### config.mk
export PLATFORM = sky130hd
export DESIGN_NAME = pkt32_xfer_ctrl
export DESIGN_NICKNAME = d
export VERILOG_FILES = /design/src/rtl/pkt32_pkg.sv /design/src/rtl/pkt32_build.sv /design/src/rtl/pkt32_parse.sv /design/src/rtl/pkt32_turn_timer.sv /design/src/rtl/pkt32_xfer_ctrl.sv
export SDC_FILE = /design/constraint.sdc
export NUM_CORES = 1
export LEC_CHECK = 0
export ABC_AREA = 1
export CAP_MARGIN = 20
export CORE_MARGIN = 4
export CORE_UTILIZATION = 25
export CTS_CLUSTER_SIZE = 14
export DETAILED_ROUTE_END_ITERATION = 8
export DONT_BUFFER_PORTS = 1
export PLACE_DENSITY = 0.44
export SLEW_MARGIN = 10
export SYNTH_ARGS = -nofsm -noshare
export SYNTH_HDL_FRONTEND = slang
export SYNTH_SLANG_ARGS = --single-unit
### constraint.sdc
create_clock -name clk -period 2.9 [get_ports clk]
set_input_delay 0.145 -clock clk [delete_from_list [all_inputs] [get_ports clk]]
set_output_delay 0.145 -clock clk [all_outputs]
set_load 0.01 [all_outputs]
### src/rtl/pkt32_pkg.sv
package pkt32_pkg;
   localparam int WORD_W = 32;
   localparam int SYNC_W = 4;
   localparam int NUM_W  = 3;
   localparam int ADDR_W = 4;
   localparam int PAY_W  = 16;
   localparam int CRC_W  = 5;
   localparam int BODY_W = NUM_W + ADDR_W + PAY_W;
   localparam int N_PKT  = 1 << NUM_W;

   localparam logic [SYNC_W-1:0] SYNC_PAT = 4'b0001;
   localparam logic [CRC_W-1:0]  CRC_POLY = 5'b00101; // x^2 + 1 terms of x^5+x^2+1

   typedef struct packed {
      logic [NUM_W-1:0]  num;
      logic [ADDR_W-1:0] addr;
      logic [PAY_W-1:0]  pay;
   } pkt_body_t;

   typedef enum logic [2:0] {
      S_IDLE,
      S_TOKEN,
      S_WDATA,
      S_WACK,
      S_RDATA,
      S_RACK
   } xfer_state_t;

   // Serial CRC-5 over the body, most significant bit first, preset ones.
   function automatic logic [CRC_W-1:0] crc5_raw(input logic [BODY_W-1:0] body);
      logic [CRC_W-1:0] r;
      logic fb;
      r = '1;
      for (int i = BODY_W - 1; i >= 0; i--) begin
         fb = body[i] ^ r[CRC_W-1];
         r  = {r[CRC_W-2:0], 1'b0};
         if (fb) r = r ^ CRC_POLY;
      end
      return r;
   endfunction
endpackage

### src/rtl/pkt32_build.sv
module pkt32_build
   import pkt32_pkg::*;
#(
   parameter bit CRC_INVERT = 1'b1
) (
   input  pkt_body_t          body,
   output logic [WORD_W-1:0]  word
);
   logic [CRC_W-1:0] raw;
   assign raw = crc5_raw(body);

   generate
      if (CRC_INVERT) begin : g_inv
         assign word = {SYNC_PAT, body, ~raw};
      end else begin : g_plain
         assign word = {SYNC_PAT, body, raw};
      end
   endgenerate
endmodule

### src/rtl/pkt32_parse.sv
module pkt32_parse
   import pkt32_pkg::*;
#(
   parameter bit CRC_INVERT = 1'b1
) (
   input  logic [WORD_W-1:0] word,
   output pkt_body_t         body,
   output logic              good
);
   logic [CRC_W-1:0] raw;
   logic [CRC_W-1:0] want;

   assign body = word[CRC_W +: BODY_W];
   assign raw  = crc5_raw(word[CRC_W +: BODY_W]);

   generate
      if (CRC_INVERT) begin : g_inv
         assign want = ~raw;
      end else begin : g_plain
         assign want = raw;
      end
   endgenerate

   assign good = (word[WORD_W-1 -: SYNC_W] == SYNC_PAT) && (word[CRC_W-1:0] == want);
endmodule

### src/rtl/pkt32_turn_timer.sv
module pkt32_turn_timer #(
   parameter int CLKS_PER_BIT = 4,
   parameter int TURN_BITS    = 17
) (
   input  logic clk,
   input  logic rst_n,
   input  logic arm,
   input  logic run,
   output logic expired
);
   localparam int CNT_W = $clog2(TURN_BITS + 1);

   logic [CNT_W-1:0] bits_q;
   logic             bit_tick;

   generate
      if (CLKS_PER_BIT == 1) begin : g_direct
         assign bit_tick = run && !arm;
      end else begin : g_div
         localparam int PRE_W = $clog2(CLKS_PER_BIT);
         localparam logic [PRE_W-1:0] PRE_LAST = PRE_W'(CLKS_PER_BIT - 1);
         logic [PRE_W-1:0] pre_q;

         always_ff @(posedge clk or negedge rst_n) begin
            if (!rst_n) begin
               pre_q <= '0;
            end else if (arm) begin
               pre_q <= '0;
            end else if (run) begin
               pre_q <= (pre_q == PRE_LAST) ? '0 : pre_q + 1'b1;
            end
         end

         assign bit_tick = run && !arm && (pre_q == PRE_LAST);
      end
   endgenerate

   always_ff @(posedge clk or negedge rst_n) begin
      if (!rst_n) begin
         bits_q <= '0;
      end else if (arm) begin
         bits_q <= '0;
      end else if (bit_tick && (bits_q != CNT_W'(TURN_BITS))) begin
         bits_q <= bits_q + 1'b1;
      end
   end

   assign expired = run && !arm && (bits_q == CNT_W'(TURN_BITS));
endmodule

### src/rtl/pkt32_xfer_ctrl.sv
module pkt32_xfer_ctrl
   import pkt32_pkg::*;
#(
   parameter int               CLKS_PER_BIT = 4,
   parameter int               TURN_BITS    = 17,
   parameter bit               CRC_INVERT   = 1'b1,
   parameter logic [PAY_W-1:0] RD_CODE      = 16'h0009,
   parameter logic [PAY_W-1:0] WR_CODE      = 16'h000D,
   parameter logic [PAY_W-1:0] ACK_CODE     = 16'h004B,
   parameter logic [PAY_W-1:0] NACK_CODE    = 16'h005A
) (
   input  logic              clk,
   input  logic              rst_n,
   input  logic              cmd_start,
   input  logic              cmd_write,
   input  logic [ADDR_W-1:0] cmd_target,
   output logic              cmd_busy,
   output logic              st_done,
   output logic              st_crc_err,
   output logic              st_seq_err,
   output logic              st_nack,
   output logic              st_timeout,
   input  logic              txf_empty,
   input  logic [PAY_W-1:0]  txf_data,
   output logic              txf_rd,
   output logic              rxf_wr,
   output logic [PAY_W-1:0]  rxf_data,
   output logic              pkt_out_valid,
   input  logic              pkt_out_ready,
   output logic [WORD_W-1:0] pkt_out_word,
   input  logic              pkt_in_valid,
   input  logic [WORD_W-1:0] pkt_in_word
);
   localparam logic [NUM_W-1:0] LAST_NUM = NUM_W'(N_PKT - 1);

   initial begin
      assert (TURN_BITS >= 16 && TURN_BITS <= 18)
         else $error("TURN_BITS must lie in 16..18");
      assert (CLKS_PER_BIT >= 1) else $error("CLKS_PER_BIT must be positive");
      assert (SYNC_W + BODY_W + CRC_W == WORD_W) else $error("packet fields must fill the word");
      assert (RD_CODE != WR_CODE) else $error("read and write codes must differ");
      assert (ACK_CODE != NACK_CODE) else $error("handshake codes must differ");
   end

   xfer_state_t       state_q;
   logic              wr_q;
   logic [ADDR_W-1:0] tgt_q;
   logic [NUM_W-1:0]  idx_q;
   logic              done_q, crc_q, seq_q, nack_q, to_q;

   pkt_body_t out_body;
   pkt_body_t in_body;
   logic      in_good;
   logic      out_fire;
   logic      last_idx;
   logic      tmr_arm, tmr_run, tmr_expired;

   // Outgoing packet selection
   always_comb begin
      out_body.num  = '0;
      out_body.addr = tgt_q;
      out_body.pay  = wr_q ? WR_CODE : RD_CODE;
      unique case (state_q)
         S_WDATA: begin
            out_body.num = idx_q;
            out_body.pay = txf_data;
         end
         S_RACK: begin
            out_body.pay = (crc_q || seq_q) ? NACK_CODE : ACK_CODE;
         end
         default: ;
      endcase
   end

   assign pkt_out_valid = (state_q == S_TOKEN) || (state_q == S_RACK) ||
                          ((state_q == S_WDATA) && !txf_empty);
   assign out_fire      = pkt_out_valid && pkt_out_ready;
   assign txf_rd        = (state_q == S_WDATA) && out_fire;
   assign last_idx      = (idx_q == LAST_NUM);

   pkt32_build #(.CRC_INVERT(CRC_INVERT)) u_build (
      .body (out_body),
      .word (pkt_out_word)
   );

   pkt32_parse #(.CRC_INVERT(CRC_INVERT)) u_parse (
      .word (pkt_in_word),
      .body (in_body),
      .good (in_good)
   );

   // Receive path: only while awaiting read data
   assign rxf_wr   = (state_q == S_RDATA) && pkt_in_valid;
   assign rxf_data = in_body.pay;

   // Turnaround timer restarts at every packet boundary that opens a wait
   assign tmr_arm = ((state_q == S_TOKEN) && out_fire && !wr_q) ||
                    ((state_q == S_WDATA) && out_fire && last_idx) ||
                    ((state_q == S_RDATA) && pkt_in_valid);
   assign tmr_run = (state_q == S_WACK) || (state_q == S_RDATA);

   pkt32_turn_timer #(
      .CLKS_PER_BIT (CLKS_PER_BIT),
      .TURN_BITS    (TURN_BITS)
   ) u_timer (
      .clk     (clk),
      .rst_n   (rst_n),
      .arm     (tmr_arm),
      .run     (tmr_run),
      .expired (tmr_expired)
   );

   always_ff @(posedge clk or negedge rst_n) begin
      if (!rst_n) begin
         state_q <= S_IDLE;
         wr_q    <= 1'b0;
         tgt_q   <= '0;
         idx_q   <= '0;
         done_q  <= 1'b0;
         crc_q   <= 1'b0;
         seq_q   <= 1'b0;
         nack_q  <= 1'b0;
         to_q    <= 1'b0;
      end else begin
         unique case (state_q)
            S_IDLE: begin
               if (cmd_start) begin
                  wr_q    <= cmd_write;
                  tgt_q   <= cmd_target;
                  idx_q   <= '0;
                  done_q  <= 1'b0;
                  crc_q   <= 1'b0;
                  seq_q   <= 1'b0;
                  nack_q  <= 1'b0;
                  to_q    <= 1'b0;
                  state_q <= S_TOKEN;
               end
            end
            S_TOKEN: begin
               if (out_fire) begin
                  idx_q   <= '0;
                  state_q <= wr_q ? S_WDATA : S_RDATA;
               end
            end
            S_WDATA: begin
               if (out_fire) begin
                  idx_q <= idx_q + 1'b1;
                  if (last_idx) state_q <= S_WACK;
               end
            end
            S_WACK: begin
               if (pkt_in_valid) begin
                  if (!in_good) crc_q <= 1'b1;
                  else if (in_body.pay != ACK_CODE) nack_q <= 1'b1;
                  done_q  <= 1'b1;
                  state_q <= S_IDLE;
               end else if (tmr_expired) begin
                  to_q    <= 1'b1;
                  done_q  <= 1'b1;
                  state_q <= S_IDLE;
               end
            end
            S_RDATA: begin
               if (pkt_in_valid) begin
                  if (!in_good) crc_q <= 1'b1;
                  if ((in_body.num != idx_q) || (in_body.addr != tgt_q)) seq_q <= 1'b1;
                  idx_q <= idx_q + 1'b1;
                  if (last_idx) state_q <= S_RACK;
               end else if (tmr_expired) begin
                  to_q    <= 1'b1;
                  done_q  <= 1'b1;
                  state_q <= S_IDLE;
               end
            end
            S_RACK: begin
               if (out_fire) begin
                  nack_q  <= crc_q || seq_q;
                  done_q  <= 1'b1;
                  state_q <= S_IDLE;
               end
            end
            default: state_q <= S_IDLE;
         endcase
      end
   end

   assign cmd_busy   = (state_q != S_IDLE);
   assign st_done    = done_q;
   assign st_crc_err = crc_q;
   assign st_seq_err = seq_q;
   assign st_nack    = nack_q;
   assign st_timeout = to_q;
endmodule

Word level (Yosys, flattened, before mapping)
Index checks and enable logic that the tools add are counted.
{"block": "op_classes", "n_addsub": 3, "eq_ne": 30, "n_mux": 90, "bitwise_logic": 90, "n_reduce_logical": 40}
{"op": "3-bit two-way mux", "count": 61}
{"op": "2-bit NOT", "count": 44}
{"op": "1-bit XOR", "count": 40}
{"op": "16-bit one-hot mux with 2 select lines", "count": 1}
{"op": "2-bit != test (second input constant)", "count": 11}
{"op": "3-bit one-hot mux with 6 select lines", "count": 1}
{"op": "16-bit by 7-bit != test with 1-bit output (second input constant)", "count": 1}
{"op": "4-bit AND reduction", "count": 4}
{"op": "1-bit two-way mux", "count": 15}
{"op": "5-bit two-way mux", "count": 3}
{"op": "1-bit logical AND", "count": 12}
{"op": "3-bit one-hot mux with 4 select lines", "count": 1}
{"op": "6-bit AND reduction", "count": 2}
{"op": "5-bit NOT", "count": 2}
{"op": "3-bit equality test (second input constant)", "count": 3}
{"op": "2-bit by 1-bit != test with 1-bit output (second input constant)", "count": 4}
{"op": "2-bit nonzero test", "count": 4}
{"op": "4-bit nonzero test", "count": 2}
{"op": "1-bit logical OR", "count": 7}
{"op": "3-bit by 2-bit equality test with 1-bit output (second input constant)", "count": 2}
{"op": "2-bit two-way mux", "count": 3}
{"op": "1-bit one-hot mux with 2 select lines", "count": 3}
{"op": "3-bit nonzero test", "count": 2}
{"op": "5-bit by 1-bit adder with 5-bit output (second input constant)", "count": 1}
{"op": "19 further kinds", "count": 24}
{"block": "word_totals", "regBits": 23, "output_inout_bits": 57}

Logic depth before layout (Yosys ltp)
{"block": "depth", "word_depth": 51, "ltp_mapped": 29, "mapped_depth_nobuf": 28}

Modules after synthesis
From an unflattened synthesis, not the netlist that was laid out.
{"block": "unflattened", "cells_unflattened": 767, "area_unflattened_um2": 4150.2}
{"mod": "pkt32_xfer_ctrl", "instances": 1, "cells_per_inst": 219, "area_each_um2": 1307.5, "seq_area_each_um2": 400.4}
{"mod": "pkt32_parse", "instances": 1, "cells_per_inst": 259, "area_each_um2": 1267.5, "seq_area_each_um2": 0.0}
{"mod": "pkt32_build", "instances": 1, "cells_per_inst": 231, "area_each_um2": 1118.6, "seq_area_each_um2": 0.0}
{"mod": "pkt32_turn_timer", "instances": 1, "cells_per_inst": 58, "area_each_um2": 456.7, "seq_area_each_um2": 175.2}

Least setup slack after synthesis
OpenSTA, ideal clock, no wires.
{"block": "synth_path", "path_type": "register -> output", "startpoint": "register state_q[2]", "endpoint": "output pkt_out_word[3]", "arrival_time_ns": 2.457, "slack_ns": 0.298, "stages_incl_launch_ff": 21, "path_buffers": 0, "path_cell_list": "dfrtp_1 -> nor2_4 -> nand2_4 -> nor2_1 -> xor2_1 -> xnor2_2 -> xor2_1 -> nand2_1 -> nand2_2 -> nand3_2 -> nand2_2 -> nand2_1 -> nand2_2 -> inv_2 -> nand2_1 -> nand2_1 -> inv_1 -> nand2_1 -> nand2_1 -> nand2_1 -> nand2_1"}
{"element": "start: declaration", "line_no": "pkt32_xfer_ctrl.sv:45", "text": "xfer_state_t state_q;"}
{"element": "start signal: assignment", "line_no": "pkt32_xfer_ctrl.sv:142", "text": "state_q <= wr_q ? S_WDATA : S_RDATA;"}
{"element": "3-bit equality test / 3-bit by 2-bit equality test with 1-bit output (equally long branches)", "line_no": "pkt32_xfer_ctrl.sv:63", "text": "unique case (state_q)"}
{"element": "16-bit one-hot mux with 2 select lines *", "line_no": "pkt32_xfer_ctrl.sv:63"}
{"element": "net pkt_out_word[20]", "line_no": "pkt32_xfer_ctrl.sv:30", "text": "output logic [WORD_W-1:0] pkt_out_word,"}
{"element": "1-bit XOR *", "line_no": "pkt32_pkg.sv:35", "text": "fb = body[i] ^ r[CRC_W-1];"}
{"element": "3-bit two-way mux *", "line_no": "pkt32_pkg.sv:37", "text": "if (fb) r = r ^ CRC_POLY;"}
{"element": "1-bit XOR / 3-bit two-way mux (equally long branches)", "line_no": "pkt32_pkg.sv:35, pkt32_pkg.sv:37"}
{"element": "3-bit two-way mux / 2-bit NOT (equally long branches)"}
{"element": "1-bit XOR / 3-bit two-way mux (equally long branches)", "line_no": "pkt32_pkg.sv:35, pkt32_pkg.sv:37"}
{"element": "3-bit two-way mux (tied with other cells)", "line_no": "pkt32_pkg.sv:37"}
{"element": "1-bit XOR / 3-bit two-way mux (equally long branches)", "line_no": "pkt32_pkg.sv:35, pkt32_pkg.sv:37"}
{"element": "3-bit two-way mux (tied with other cells)", "line_no": "pkt32_pkg.sv:37"}
{"element": "1-bit XOR / 3-bit two-way mux (equally long branches)", "line_no": "pkt32_pkg.sv:35, pkt32_pkg.sv:37"}
{"element": "3-bit two-way mux (tied with other cells)", "line_no": "pkt32_pkg.sv:37"}
{"element": "3-bit two-way mux", "line_no": "pkt32_pkg.sv:37"}
{"element": "2-bit NOT (no line) / 1-bit XOR (equally long branches)"}
{"element": "3-bit two-way mux *", "line_no": "pkt32_pkg.sv:37"}
{"element": "5-bit NOT *", "line_no": "pkt32_build.sv:14", "text": "assign word = {SYNC_PAT, body, ~raw};"}
{"element": "end: declaration", "line_no": "pkt32_xfer_ctrl.sv:30"}
Mark *: on every way through the listed nets, which the timed path passes. The rest lies on a longest branch.

Worst setup path after layout
{"block": "layout_path", "startpoint": "register state_q[0]", "endpoint": "output pkt_out_word[2]"}
{"block": "layout_between", "elab_chain_cells": 27}
{"element": "3-bit by 2-bit equality test with 1-bit output", "line_no": "pkt32_xfer_ctrl.sv:63"}
{"element": "3-bit two-way mux", "line_no": "pkt32_xfer_ctrl.sv:63"}
{"element": "3-bit two-way mux (2 in a row)", "line_no": "pkt32_pkg.sv:37"}
{"element": "2-bit NOT (no line)"}
{"element": "3-bit two-way mux", "line_no": "pkt32_pkg.sv:37"}
{"element": "1-bit XOR", "line_no": "pkt32_pkg.sv:35"}
{"element": "3-bit two-way mux (2 in a row)", "line_no": "pkt32_pkg.sv:37"}
{"element": "2-bit NOT (no line)"}
{"element": "[... 7 more ...]"}
{"element": "3-bit two-way mux (2 in a row)", "line_no": "pkt32_pkg.sv:37"}
{"element": "2-bit NOT (no line)"}
{"element": "3-bit two-way mux", "line_no": "pkt32_pkg.sv:37"}
{"element": "1-bit XOR", "line_no": "pkt32_pkg.sv:35"}
{"element": "3-bit two-way mux (2 in a row)", "line_no": "pkt32_pkg.sv:37"}
{"element": "2-bit NOT (no line)"}
{"element": "3-bit two-way mux *", "line_no": "pkt32_pkg.sv:37"}
{"element": "5-bit NOT *", "line_no": "pkt32_build.sv:14"}
Mark *: on every way between the ends. The rest lies on a longest branch, timed or not.

==> impl_metrics.ini <==
[drt]
post_drt_wl_per_cell_um = 13.5
vias = 3571
drtAntennaViolNets = 0
drt_iter0_drc = 196
drc = 0
viasPerCell = 4.58
firstDrtPassIters = 4
drt-total-wl_mm = 10.5

[floorplan]
io_pins = 116
coreArea_mm2 = 0.0132
die-height_um = 124
num_rows = 42
dieArea_mm2 = 0.0153
die_w_um = 124
start_util = 0.254

[sta]
rsz0062_at_grt = true
finalCritPeriodShare = 1.03
setup_violations = 5
min_period_ns = 2.99
worst_pin_slew_ns = 0.664
slew_headroom = 0.556
slew_viol_final = 0
hold_viol = 0
fmaxAchievable_ghz = 0.334
holdWs_ns = 0.00294
finClkSkew_ns = 0.00247
layout_setup_ws_ns = -0.0937

[finish]
antenna_cells = 0
layout-drive-gt1-share = 0.189
fin_cells = 780
fin_nets = 669
syn_to_final_growth_pct = 21.3
nFillCells = 1457

[critical_path]
cp-start-kind = register
rr_startpoint = state_q[0]
startpoint = state_q[0]
critPathMaxFanout = 5
cp.arrival_ns = 2.85
cp-end-kind = primary output
worst-setup-path-type = register to primary output
r2r_cells = 15
cp.required_ns = 2.76

[pwr]
p_leak_uw = 0.00227
peakVddDrop_v = 0.000837
p_total_uw = 6020
power_density_mw_per_mm2 = 1480

[logic_synthesis]
ys_seq_area_frac = 0.172
netlist_instances = 591
synthDistinctLibCells = 40
ys.warnings.count = 0
async_flop_share = 1.00
ys_ff_latch = 23
yosys-top-cells-area = nand2_1 (23%), dfrtp_1 (17%), nand3_1 (14%)
avgSynthCellArea_um2 = 5.67
yosys.area.top_type = nand2_1
synthFlopType = dfrtp_1
synth_edf_count = 0
netlist.area_leader.share = 0.227
syn_area_mm2 = 0.00335

[hold_path]
hp-start = cmd_target[0]
worstHoldPathType = input port to register
hold_depth = 2

[global_routing]
grt_overflow_total = 0
grt_pass1_wl_mm = 16.3
grt_pass1_vias = 3332
grt_usage = 0.134
antenna_found_initial = 0
grt_max_degree = 24

[placed_design]
port_buffers = 0
dp_hpwl_mm = 8.93
place_congestion = 0.828
place_ws_ns = 0.0408
dp.cells = 759

[cts]
cts_tree = yes
cts.path.max_buffers = 2
cts_made_buffers = 3
cts_sinks = 23
clockRootBuffer = clkbuf_16
cts.reportedPaths.clkPinSlew_ns = 0.06
clk_latency_ns = 0.26
ctsHtreeMaxLevel = 1

[run_status]
violations = negative setup slack
status = finished with violations

[flow_run]
maxCapViolations = 0
## per-stage QoR
stage / area (um^2) / setup TNS [ns] / utilization
after floorplan: 3360 / 0 / -
after global placement: 3520 / 0 / 0.267
after detailed placement: 3520 / 0 / 0.267
after CTS: 3810 / -0.315 / 0.289
after global routing: 4070 / -1.35 / 0.308
final: 4070 / -0.316 / 0.308
## sequential cells by signal, summed over array words and instances, names as in the netlist, 2 cells and up
name	flops
u_timer.bits_q	5
idx_q	3
tgt_q	4
state_q	3
u_timer.g_div.pre_q	2
## layer usage
layer	routed length, um	share of wire	GRT usage	vias up
li1	-	-	-	1864
met1	4550	0.43	0.181	1594
met2	4790	0.45	0.217	106
met3	1120	0.11	0.0372	7
met4	78	0.0074	0.0215	0
met5	0	0	0	-
## worst paths after layout
kind	endpoint	slack [ns]
max	pkt_out_word[2]	-0.09
min	tgt_q[0]	0.003
max reg2reg	u_timer.bits_q[4]	0.55
min reg2reg	u_timer.bits_q[4]	0.46
max in group asynchronous	state_q[0]	2.41
min in group asynchronous	st_crc_err	0.33
## power breakdown
part	total [uW]	switching, uW	internal [uW]	leakage [uW]
clock	304	119	186	0.0000409
combinational	5120	3190	1940	0.00193
sequential	595	161	434	0.000299
## cells by family after synthesis
family	after synthesis	share of synthesized area
AND/OR/NAND/NOR	366	0.484
AO/OA/AOI/OAI	48	0.0843
XOR/XNOR	20	0.0731
other	2	0.00224
adder cells (fa/ha/maj)	5	0.0187
buffers and inverters	127	0.166
flip-flops	23	0.172
## cell usage after synthesis (3+ instances only)
| master | n |
|---|---|
| inv_1 | 98 |
| nand2_2 | 11 |
| buf_4 | 20 |
| nand3_2 | 3 |
| inv_2 | 4 |
| xor2_1 | 5 |
| o21ai_0 | 20 |
| ha_1 | 5 |
| nand2_1 | 203 |
| xnor2_2 | 3 |
| nand3_1 | 91 |
| xnor2_1 | 8 |
| o31ai_1 | 3 |
| nand2_4 | 3 |
| nand4_1 | 3 |
| nor3_1 | 4 |
| nor2_1 | 34 |
| dfrtp_1 | 23 |
| a21oi_1 | 16 |
| nand3b_1 | 7 |
## layout make-up
cell class / count / area (um^2) / share of cell area
multi-input combinational: 443 / 2530 / 0.621
sequential: 23 / 577 / 0.142
inverter: 103 / 392 / 0.0962
timing repair buffer: 31 / 273 / 0.0670
tap: 176 / 220 / 0.0541
clock buffer: 3 / 75.1 / 0.0185
clock inverter: 1 / 5.00 / 0.00123
## cell usage in the layout (no fill, tap or decap), types with 3 or more instances in the layout
master         Yosys  routed
a21oi_1           16      16
buf_4             20      24
clkbuf_16          0       3
conb_1             2       4
dfrtp_1           23      22
dlygate4sd3_1      0       3
ha_1               5       5
inv_1             98      96
inv_2              4       6
nand2_1          203     183
nand2_2           11      27
nand2_4            3       6
nand3_1           91      73
nand3_2            3      20
nand3b_1           7       7
nand4_1            3       3
nor2_1            34      32
nor2_2             2       3
nor3_1             4       4
o21ai_0           20      20
o31ai_1            3       3
xnor2_1            8       4
xnor2_2            3       5
xor2_1             5       3
xor2_4             1       5
## critical path, cell delays in order, from the launching register on
cell and delay (ns):
dfrtp_2 0.42, nor2_4 0.13, nand2_4 0.10, inv_6 0.10
nand2_8 0.07, o21ai_4 0.18, xor2_4 0.24, buf_6 0.17
xor2_4 0.16, nand2_2 0.08, nand2_4 0.09, nand3_4 0.10
nand2_4 0.10, nand2_2 0.07, nand3_2 0.08, nand3_2 0.10
nand2_2 0.09, nand2_1 0.08, nand2_2 0.07, nand2_1 0.06
nand2_2 0.07
## what timing repair did
action | in CTS | in global routing
pin swaps | 12 | 15
setup endpoints to repair | 5 | 5
hold endpoints to repair | 25 | 0
resized for setup | 22 | 43
buffers inserted | 7 | 6
hold buffers | 4 | 0
(Power assumes the default switching activity.)
